## src/rtl/gfinv_pkg.sv

```systemverilog
package gfinv_pkg;
  typedef enum logic [1:0] {
    PH_IDLE = 2'd0,
    PH_LOAD = 2'd1,
    PH_FWD  = 2'd2,
    PH_REV  = 2'd3
  } phase_e;
endpackage

```

## src/rtl/gfinv_rst_sync.sv

```systemverilog
module gfinv_rst_sync (
  input  logic clk,
  input  logic rst_n,
  output logic rst_n_o
);
  logic [1:0] sync_q;

  always_ff @(posedge clk or negedge rst_n) begin
    if (!rst_n) sync_q <= 2'b00;
    else        sync_q <= {sync_q[0], 1'b1};
  end

  assign rst_n_o = sync_q[1];
endmodule

```

## src/rtl/gfinv_seed_match.sv

```systemverilog
module gfinv_seed_match #(
  parameter int            W    = 8,
  parameter logic [W-1:0]  SEED = 8'h01
) (
  input  logic [W-1:0] state,
  output logic         match
);
  logic [W-1:0] lit;

  // One literal per bit, then a single wide AND: no general comparator.
  for (genvar i = 0; i < W; i++) begin : g_lit
    if (SEED[i]) begin : g_one
      assign lit[i] = state[i];
    end else begin : g_zero
      assign lit[i] = ~state[i];
    end
  end

  assign match = &lit;
endmodule

```

## src/rtl/gfinv_lfsr.sv

```systemverilog
module gfinv_lfsr #(
  parameter int           W    = 8,
  parameter logic [W-1:0] POLY = 8'h1D
) (
  input  logic         clk,
  input  logic         rst_n,
  input  logic         load,
  input  logic         step_fwd,
  input  logic         step_rev,
  input  logic [W-1:0] load_v,
  output logic [W-1:0] state_o
);
  localparam logic [W-1:0] POLY_DN = POLY >> 1;

  logic [W-1:0] state_q, state_d, fwd_v, rev_v;
  logic         en;

  // Galois form: forward = times x, backward = times x^-1.
  assign fwd_v = {state_q[W-2:0], 1'b0} ^ (state_q[W-1] ? POLY : '0);
  assign rev_v = state_q[0] ? ({1'b1, state_q[W-1:1]} ^ POLY_DN)
                            : {1'b0, state_q[W-1:1]};
  assign en    = load | step_fwd | step_rev;

  always_comb begin
    state_d = state_q;
    if (load)          state_d = load_v;
    else if (step_fwd) state_d = fwd_v;
    else if (step_rev) state_d = rev_v;
  end

  always_ff @(posedge clk or negedge rst_n) begin
    if (!rst_n)  state_q <= '0;
    else if (en) state_q <= state_d;
  end

  assign state_o = state_q;

  // a nonzero element stays nonzero under either step
  assert_step_keeps_nonzero_R2: assert property (@(posedge clk) disable iff (!rst_n)
    (state_q != '0 && !load && (step_fwd || step_rev)) |=> state_q != '0);

  // zero is a fixed point of both steps
  assert_zero_stays_zero_R3: assert property (@(posedge clk) disable iff (!rst_n)
    (state_q == '0 && !load && (step_fwd || step_rev)) |=> state_q == '0);
endmodule

```

## src/rtl/gfinv_ctrl.sv

```systemverilog
module gfinv_ctrl
  import gfinv_pkg::*;
#(
  parameter int W      = 8,
  parameter bit SERIAL = 1'b0
) (
  input  logic         clk,
  input  logic         rst_n,
  input  logic         start,
  input  logic         match,
  output logic         load,
  output logic         step_fwd,
  output logic         step_rev,
  output logic         done,
  output logic [W-1:0] cnt
);
  localparam int           STEPS     = (1 << W) - 1;
  localparam logic [W-1:0] STEP_LAST = W'(STEPS - 1);
  localparam logic [W-1:0] LOAD_LAST = W'(W - 1);

  phase_e       phase_q, phase_d;
  logic [W-1:0] cnt_q, cnt_d;
  logic         done_q, done_d;
  logic         stepping;

  assign stepping = (phase_q == PH_FWD) || (phase_q == PH_REV);

  always_comb begin
    phase_d  = phase_q;
    cnt_d    = cnt_q;
    done_d   = 1'b0;
    load     = 1'b0;
    step_fwd = 1'b0;
    step_rev = 1'b0;
    case (phase_q)
      PH_IDLE: begin
        if (start) begin
          load    = !SERIAL;
          phase_d = SERIAL ? PH_LOAD : PH_FWD;
          cnt_d   = '0;
        end
      end
      PH_LOAD: begin
        load = 1'b1;
        if (cnt_q == LOAD_LAST) begin
          phase_d = PH_FWD;
          cnt_d   = '0;
        end else begin
          cnt_d = cnt_q + W'(1);
        end
      end
      default: begin
        if (phase_q == PH_FWD && !match) begin
          step_fwd = 1'b1;
        end else begin
          step_rev = 1'b1;
          phase_d  = PH_REV;
        end
        if (cnt_q == STEP_LAST) begin
          phase_d = PH_IDLE;
          cnt_d   = '0;
          done_d  = 1'b1;
        end else begin
          cnt_d = cnt_q + W'(1);
        end
      end
    endcase
  end

  always_ff @(posedge clk or negedge rst_n) begin
    if (!rst_n) begin
      phase_q <= PH_IDLE;
      cnt_q   <= '0;
      done_q  <= 1'b0;
    end else begin
      phase_q <= phase_d;
      cnt_q   <= cnt_d;
      done_q  <= done_d;
    end
  end

  assign done = done_q;
  assign cnt  = cnt_q;

  // each busy step advances the counter by exactly one
  assert_step_count_R5: assert property (@(posedge clk) disable iff (!rst_n)
    (stepping && cnt_q != STEP_LAST) |=> cnt_q == $past(cnt_q) + W'(1));

  // done never lasts more than one cycle
  assert_done_single_R6: assert property (@(posedge clk) disable iff (!rst_n)
    done_q |=> !done_q);

  // a start during a run does not end or restart it
  assert_busy_start_ignored_R7: assert property (@(posedge clk) disable iff (!rst_n)
    (stepping && cnt_q != STEP_LAST && start) |=> stepping);

  // seed reached while going forward switches to backward; never back again
  assert_match_turns_R2: assert property (@(posedge clk) disable iff (!rst_n)
    (phase_q == PH_FWD && match && cnt_q != STEP_LAST) |=> phase_q == PH_REV);
  assert_rev_not_fwd_R2: assert property (@(posedge clk) disable iff (!rst_n)
    (phase_q == PH_REV) |=> phase_q != PH_FWD);
endmodule

```

## src/rtl/lfsr_inverse_unit.sv

```systemverilog
module lfsr_inverse_unit #(
  parameter int           W           = 8,
  parameter logic [W-1:0] POLY        = 8'h1D,
  parameter logic [W-1:0] SEED        = 8'h01,
  parameter bit           SERIAL_LOAD = 1'b0
) (
  input  logic         clk,
  input  logic         rst_n,
  input  logic         start,
  input  logic [W-1:0] din,
  output logic         done,
  output logic [W-1:0] result
);
  logic         rst_i_n;
  logic [W-1:0] state, load_v, cnt;
  logic         load, step_fwd, step_rev, match;

  gfinv_rst_sync u_rst (
    .clk     (clk),
    .rst_n   (rst_n),
    .rst_n_o (rst_i_n)
  );

  gfinv_ctrl #(.W(W), .SERIAL(SERIAL_LOAD)) u_ctrl (
    .clk      (clk),
    .rst_n    (rst_i_n),
    .start    (start),
    .match    (match),
    .load     (load),
    .step_fwd (step_fwd),
    .step_rev (step_rev),
    .done     (done),
    .cnt      (cnt)
  );

  gfinv_seed_match #(.W(W), .SEED(SEED)) u_match (
    .state (state),
    .match (match)
  );

  if (SERIAL_LOAD) begin : g_serial
    logic [W-1:0] din_sh;
    // MSB first into stage 0; upper stages only shift.
    assign din_sh = din << cnt;
    assign load_v = {state[W-2:0], din_sh[W-1]};
  end else begin : g_parallel
    assign load_v = din;
    // a parallel load only happens from idle, with the counter cleared
    assert_par_load_idle_R5: assert property (@(posedge clk) disable iff (!rst_i_n)
      load |-> cnt == '0);
  end

  gfinv_lfsr #(.W(W), .POLY(POLY)) u_lfsr (
    .clk      (clk),
    .rst_n    (rst_i_n),
    .load     (load),
    .step_fwd (step_fwd),
    .step_rev (step_rev),
    .load_v   (load_v),
    .state_o  (state)
  );

  assign result = state;
endmodule

```

## config.mk

```make
export PLATFORM = sky130hd
export DESIGN_NAME = lfsr_inverse_unit
export DESIGN_NICKNAME = d
export VERILOG_FILES = /design/src/rtl/gfinv_pkg.sv /design/src/rtl/gfinv_rst_sync.sv /design/src/rtl/gfinv_seed_match.sv /design/src/rtl/gfinv_lfsr.sv /design/src/rtl/gfinv_ctrl.sv /design/src/rtl/lfsr_inverse_unit.sv
export SDC_FILE = /design/constraint.sdc
export NUM_CORES = 1
export LEC_CHECK = 0
export BUFFER_PORTS_ARGS = -buffer_cell sky130_fd_sc_hd__clkbuf_2
export CAP_MARGIN = 20
export CORE_MARGIN = 2
export CORE_UTILIZATION = 50
export CTS_CLUSTER_DIAMETER = 60
export CTS_CLUSTER_SIZE = 40
export DETAILED_ROUTE_END_ITERATION = 12
export PLACE_DENSITY = 0.78
export SETUP_SLACK_MARGIN = 0.5
export SLEW_MARGIN = 20
export SYNTH_ARGS = -nofsm -noshare
export SYNTH_HDL_FRONTEND = slang
export SYNTH_HIERARCHICAL = 1
export SYNTH_SLANG_ARGS = --single-unit
```

## constraint.sdc

```tcl
create_clock -name clk -period 1.1 [get_ports clk]
set_clock_uncertainty 0.15 [all_clocks]
set_input_delay 0.22 -clock clk [delete_from_list [all_inputs] [get_ports clk]]
set_output_delay 0.22 -clock clk [all_outputs]
set_load 0.1 [all_outputs]
```

==> results.tsv <==
metric	value	unit
status	finished with violations	
failing checks	setup timing	
die area	2750	um2
row count	17	
largest net degree at the start of global routing	13	
die width	52.4	um
Clock Latency Late Sink	0.32	ns
Post-DP Area	1750	um2
Post-Syn Instances	128	
post-synthesis sequential area ratio	44.9	%
Routed WL	5930	um
largest cells by area after synthesis	dfrtp_1, o21ai_0, xnor2_1	
routed length per instance	26.5	um
Initial Util	52.9	%
Clk pwr share	5.5	%
leak pwr	0.872	nW
H-tree lvl count	1	
Longest Clk Path Bufs	2	
Post-Syn Area	1170	um2
root buffer cell	clkbuf_4	
Post-synth EDFFs	0	
Main synth FF type	dfrtp_1	
# setup viols final	28	
Synthesis Warnings	6	
Critical Path AT	2.15	ns
RSZ-0062 raised after global routing	true	
fraction of layout cells with a size suffix above 1	57.7	%
final worst setup slack	-1.00	ns
DR vias/cell	6.91	
Area growth, synth to finish	78.4	%
Synthesized Nets	141	
critical path launch point type	flop	
DRC Markers	0	
chip height	52.4	um
Hold WC Path Type	in2async	
vias in the first global route	1499	
DRT antenna net count	0	
initial drt markers	170	
Synth top area share	44.9	%
Netlist cell types	34	
Final Instance Area	2090	um2
Hold Vio Cnt, Final	0	
Final GP Congestion	0.886	
fillers	62	
crit share post-route	191	%
power per cell area	3550	nW/um2
DRT Pass-1 Iters	4	
Post-DP HPWL	2540	um
initial antenna violation count	0	
Req. time, crit path	1.15	ns
Cell Int Power	3.70	mW
crit path max fanout	5	
Clock Sinks	21	
n_diodes	0	
combinational power share	74.1	%
min cycle time layout	2.10	ns
synthesized flop and latch total	21	
I/O Pins	20	
Final Util	94.5	%
Setup Crit Path Kind	reg2reg	
TritonCTS Buffers	3	
Max Cap Viol	0	
GRT Util Overall	41.5	%
Avg Cell Area, Syn	9.15	um2
GRT overflow	0	
P_sw	3.71	mW
fmax	476	MHz
global-route wire length before repair	7940	um
vias after detailed routing	1548	
ys async rst share	100	%
Sw Share	50.1	%
CTS tree	built	
Crit. End Element	flop	
max-slew violations	0	
Reg power frac	20.4	%
Core Area	2210	um2
Clock Pin Slew Worst Setup and Hold Paths	0.13	ns
Worst VDD drop	3.22	mV
I/O Buffers	19	
area leader, netlist	dfrtp_1	
layout net count	210	
==> state kept, by name (all words and copies together), names as in the netlist <==
| name | flops |
|---|---|
| u_ctrl/cnt | 8 |
| u_ctrl/done | 1 |
| u_ctrl/phase_q | 2 |
| u_lfsr/state_o | 8 |
| u_rst/sync_q | 2 |
==> through the flow <==
stage / setup TNS, ns / power [mW] / worst slack, ns / hold WS, ns / instances
after floorplan: -13.73 / 3.89 / -1.05 / -0.226 / 128
after detailed placement: -15.00 / 5.53 / -0.970 / -0.143 / 207
after CTS: -17.80 / 6.57 / -0.890 / 0.0535 / 220
final: -19.81 / 7.41 / -1.00 / 0.0745 / 224
after global routing: -20.46 / 7.51 / -1.03 / 0.0634 / 224
after global placement: -14.05 / 5.36 / -0.862 / -0.145 / 207
==> layout make-up <==
class	count	area (um2)	area share, %
multi-input combinational	99	787	37.7
timing repair buffer	68	661	31.6
sequential	21	564	27.0
tap	28	35.0	1.68
clock buffer	3	22.5	1.08
inverter	4	15.0	0.719
clock inverter	1	5.00	0.240
==> routing by layer <==
metal,up-vias,global-route usage [%],wire length [um]
met5,-,0,0
met1,717,52.9,2100
met2,172,70.0,2770
met3,63,6.00,638
met4,0,16.7,425
li1,596,-,-
==> path summary, 6_finish.rpt <==
check                      slack [ns]               from  cells past startpoint                 to
hold reg to reg                  0.12    u_rst/sync_q[1]                      1  u_lfsr/state_o[2]
setup / recovery                -1.00  u_lfsr/state_o[7]                      8  u_lfsr/state_o[4]
setup reg to reg                -1.00  u_lfsr/state_o[7]                      8  u_lfsr/state_o[4]
max in group asynchronous        0.51    u_rst/sync_q[1]                      1  u_lfsr/state_o[3]
hold / removal                   0.07              rst_n                      2    u_rst/sync_q[1]
min in group clk                 0.08             din[2]                      3  u_lfsr/state_o[2]
==> power groups by stage <==
stage	clock, mW	combinational, mW	sequential (mW)
2_1_floorplan	0	1.30	2.59
3_3_place_gp	0	3.93	1.43
3_5_place_dp	0	4.08	1.44
4_1_cts	0.390	4.73	1.45
5_1_grt	0.438	5.54	1.54
6_report	0.410	5.49	1.51
==> cell families after synthesis <==
kind of cell	after synthesis	synth area share (%)
other	1	0.320
DFF	21	44.9
buffers and inverters	9	4.38
AOI/OAI and AO/OA	37	19.4
and+or+nand+nor	49	22.1
xor gates and xnor gates	9	6.73
adders and majority gates	2	2.14
==> layout by cell type, fill, tap and decap left out, types with 2 or more instances in the layout <==
cell	count
o21ai_1	6
buf_12	9
clkbuf_4	3
inv_1	2
o21ai_2	2
a221oi_2	2
o22ai_2	4
or3_4	2
nand2_1	16
dfrtp_1	10
a211oi_1	3
dfrtp_4	10
clkbuf_2	10
nor2_1	4
o21ai_0	7
o211ai_1	3
buf_4	32
a21oi_2	4
nor2b_1	6
nand3_1	2
nor3_1	4
xnor2_1	8
nor2_4	2
nor3_4	4
buf_6	16
==> Yosys cell counts (2+ instances only) <==
| master | count |
|---|---|
| nor3_1 | 9 |
| inv_1 | 3 |
| a221oi_1 | 2 |
| a211oi_1 | 4 |
| buf_6 | 2 |
| nor2b_1 | 6 |
| xnor2_1 | 8 |
| o21ai_0 | 15 |
| buf_2 | 2 |
| nor3b_1 | 2 |
| o22ai_1 | 4 |
| dfrtp_1 | 21 |
| nor2_1 | 5 |
| nand2_1 | 16 |
| o211ai_1 | 3 |
| nor4_1 | 2 |
| nand3_1 | 3 |
| ha_1 | 2 |
| a21oi_1 | 4 |
==> repair_timing <==
action                                 CTS  global route
gates cloned                             1             0
endpoints found under the hold margin    2             0
pin swaps                                8            13
buffers inserted                         7             4
gates resized for setup                 38            14
hold buffers                             1             0
setup endpoints to repair               48            29
==> critical path, cell delays in order (launching register included) <==
cell and delay [ns]:
dfrtp_4 0.50, nor4_2 0.29, and4b_1 0.28, nor3_4 0.08, nor2_4 0.17, buf_6 0.14, nor3b_4 0.19, a21o_1 0.12
a21oi_2 0.07
No activity file was read; power rests on OpenSTA's default activity.
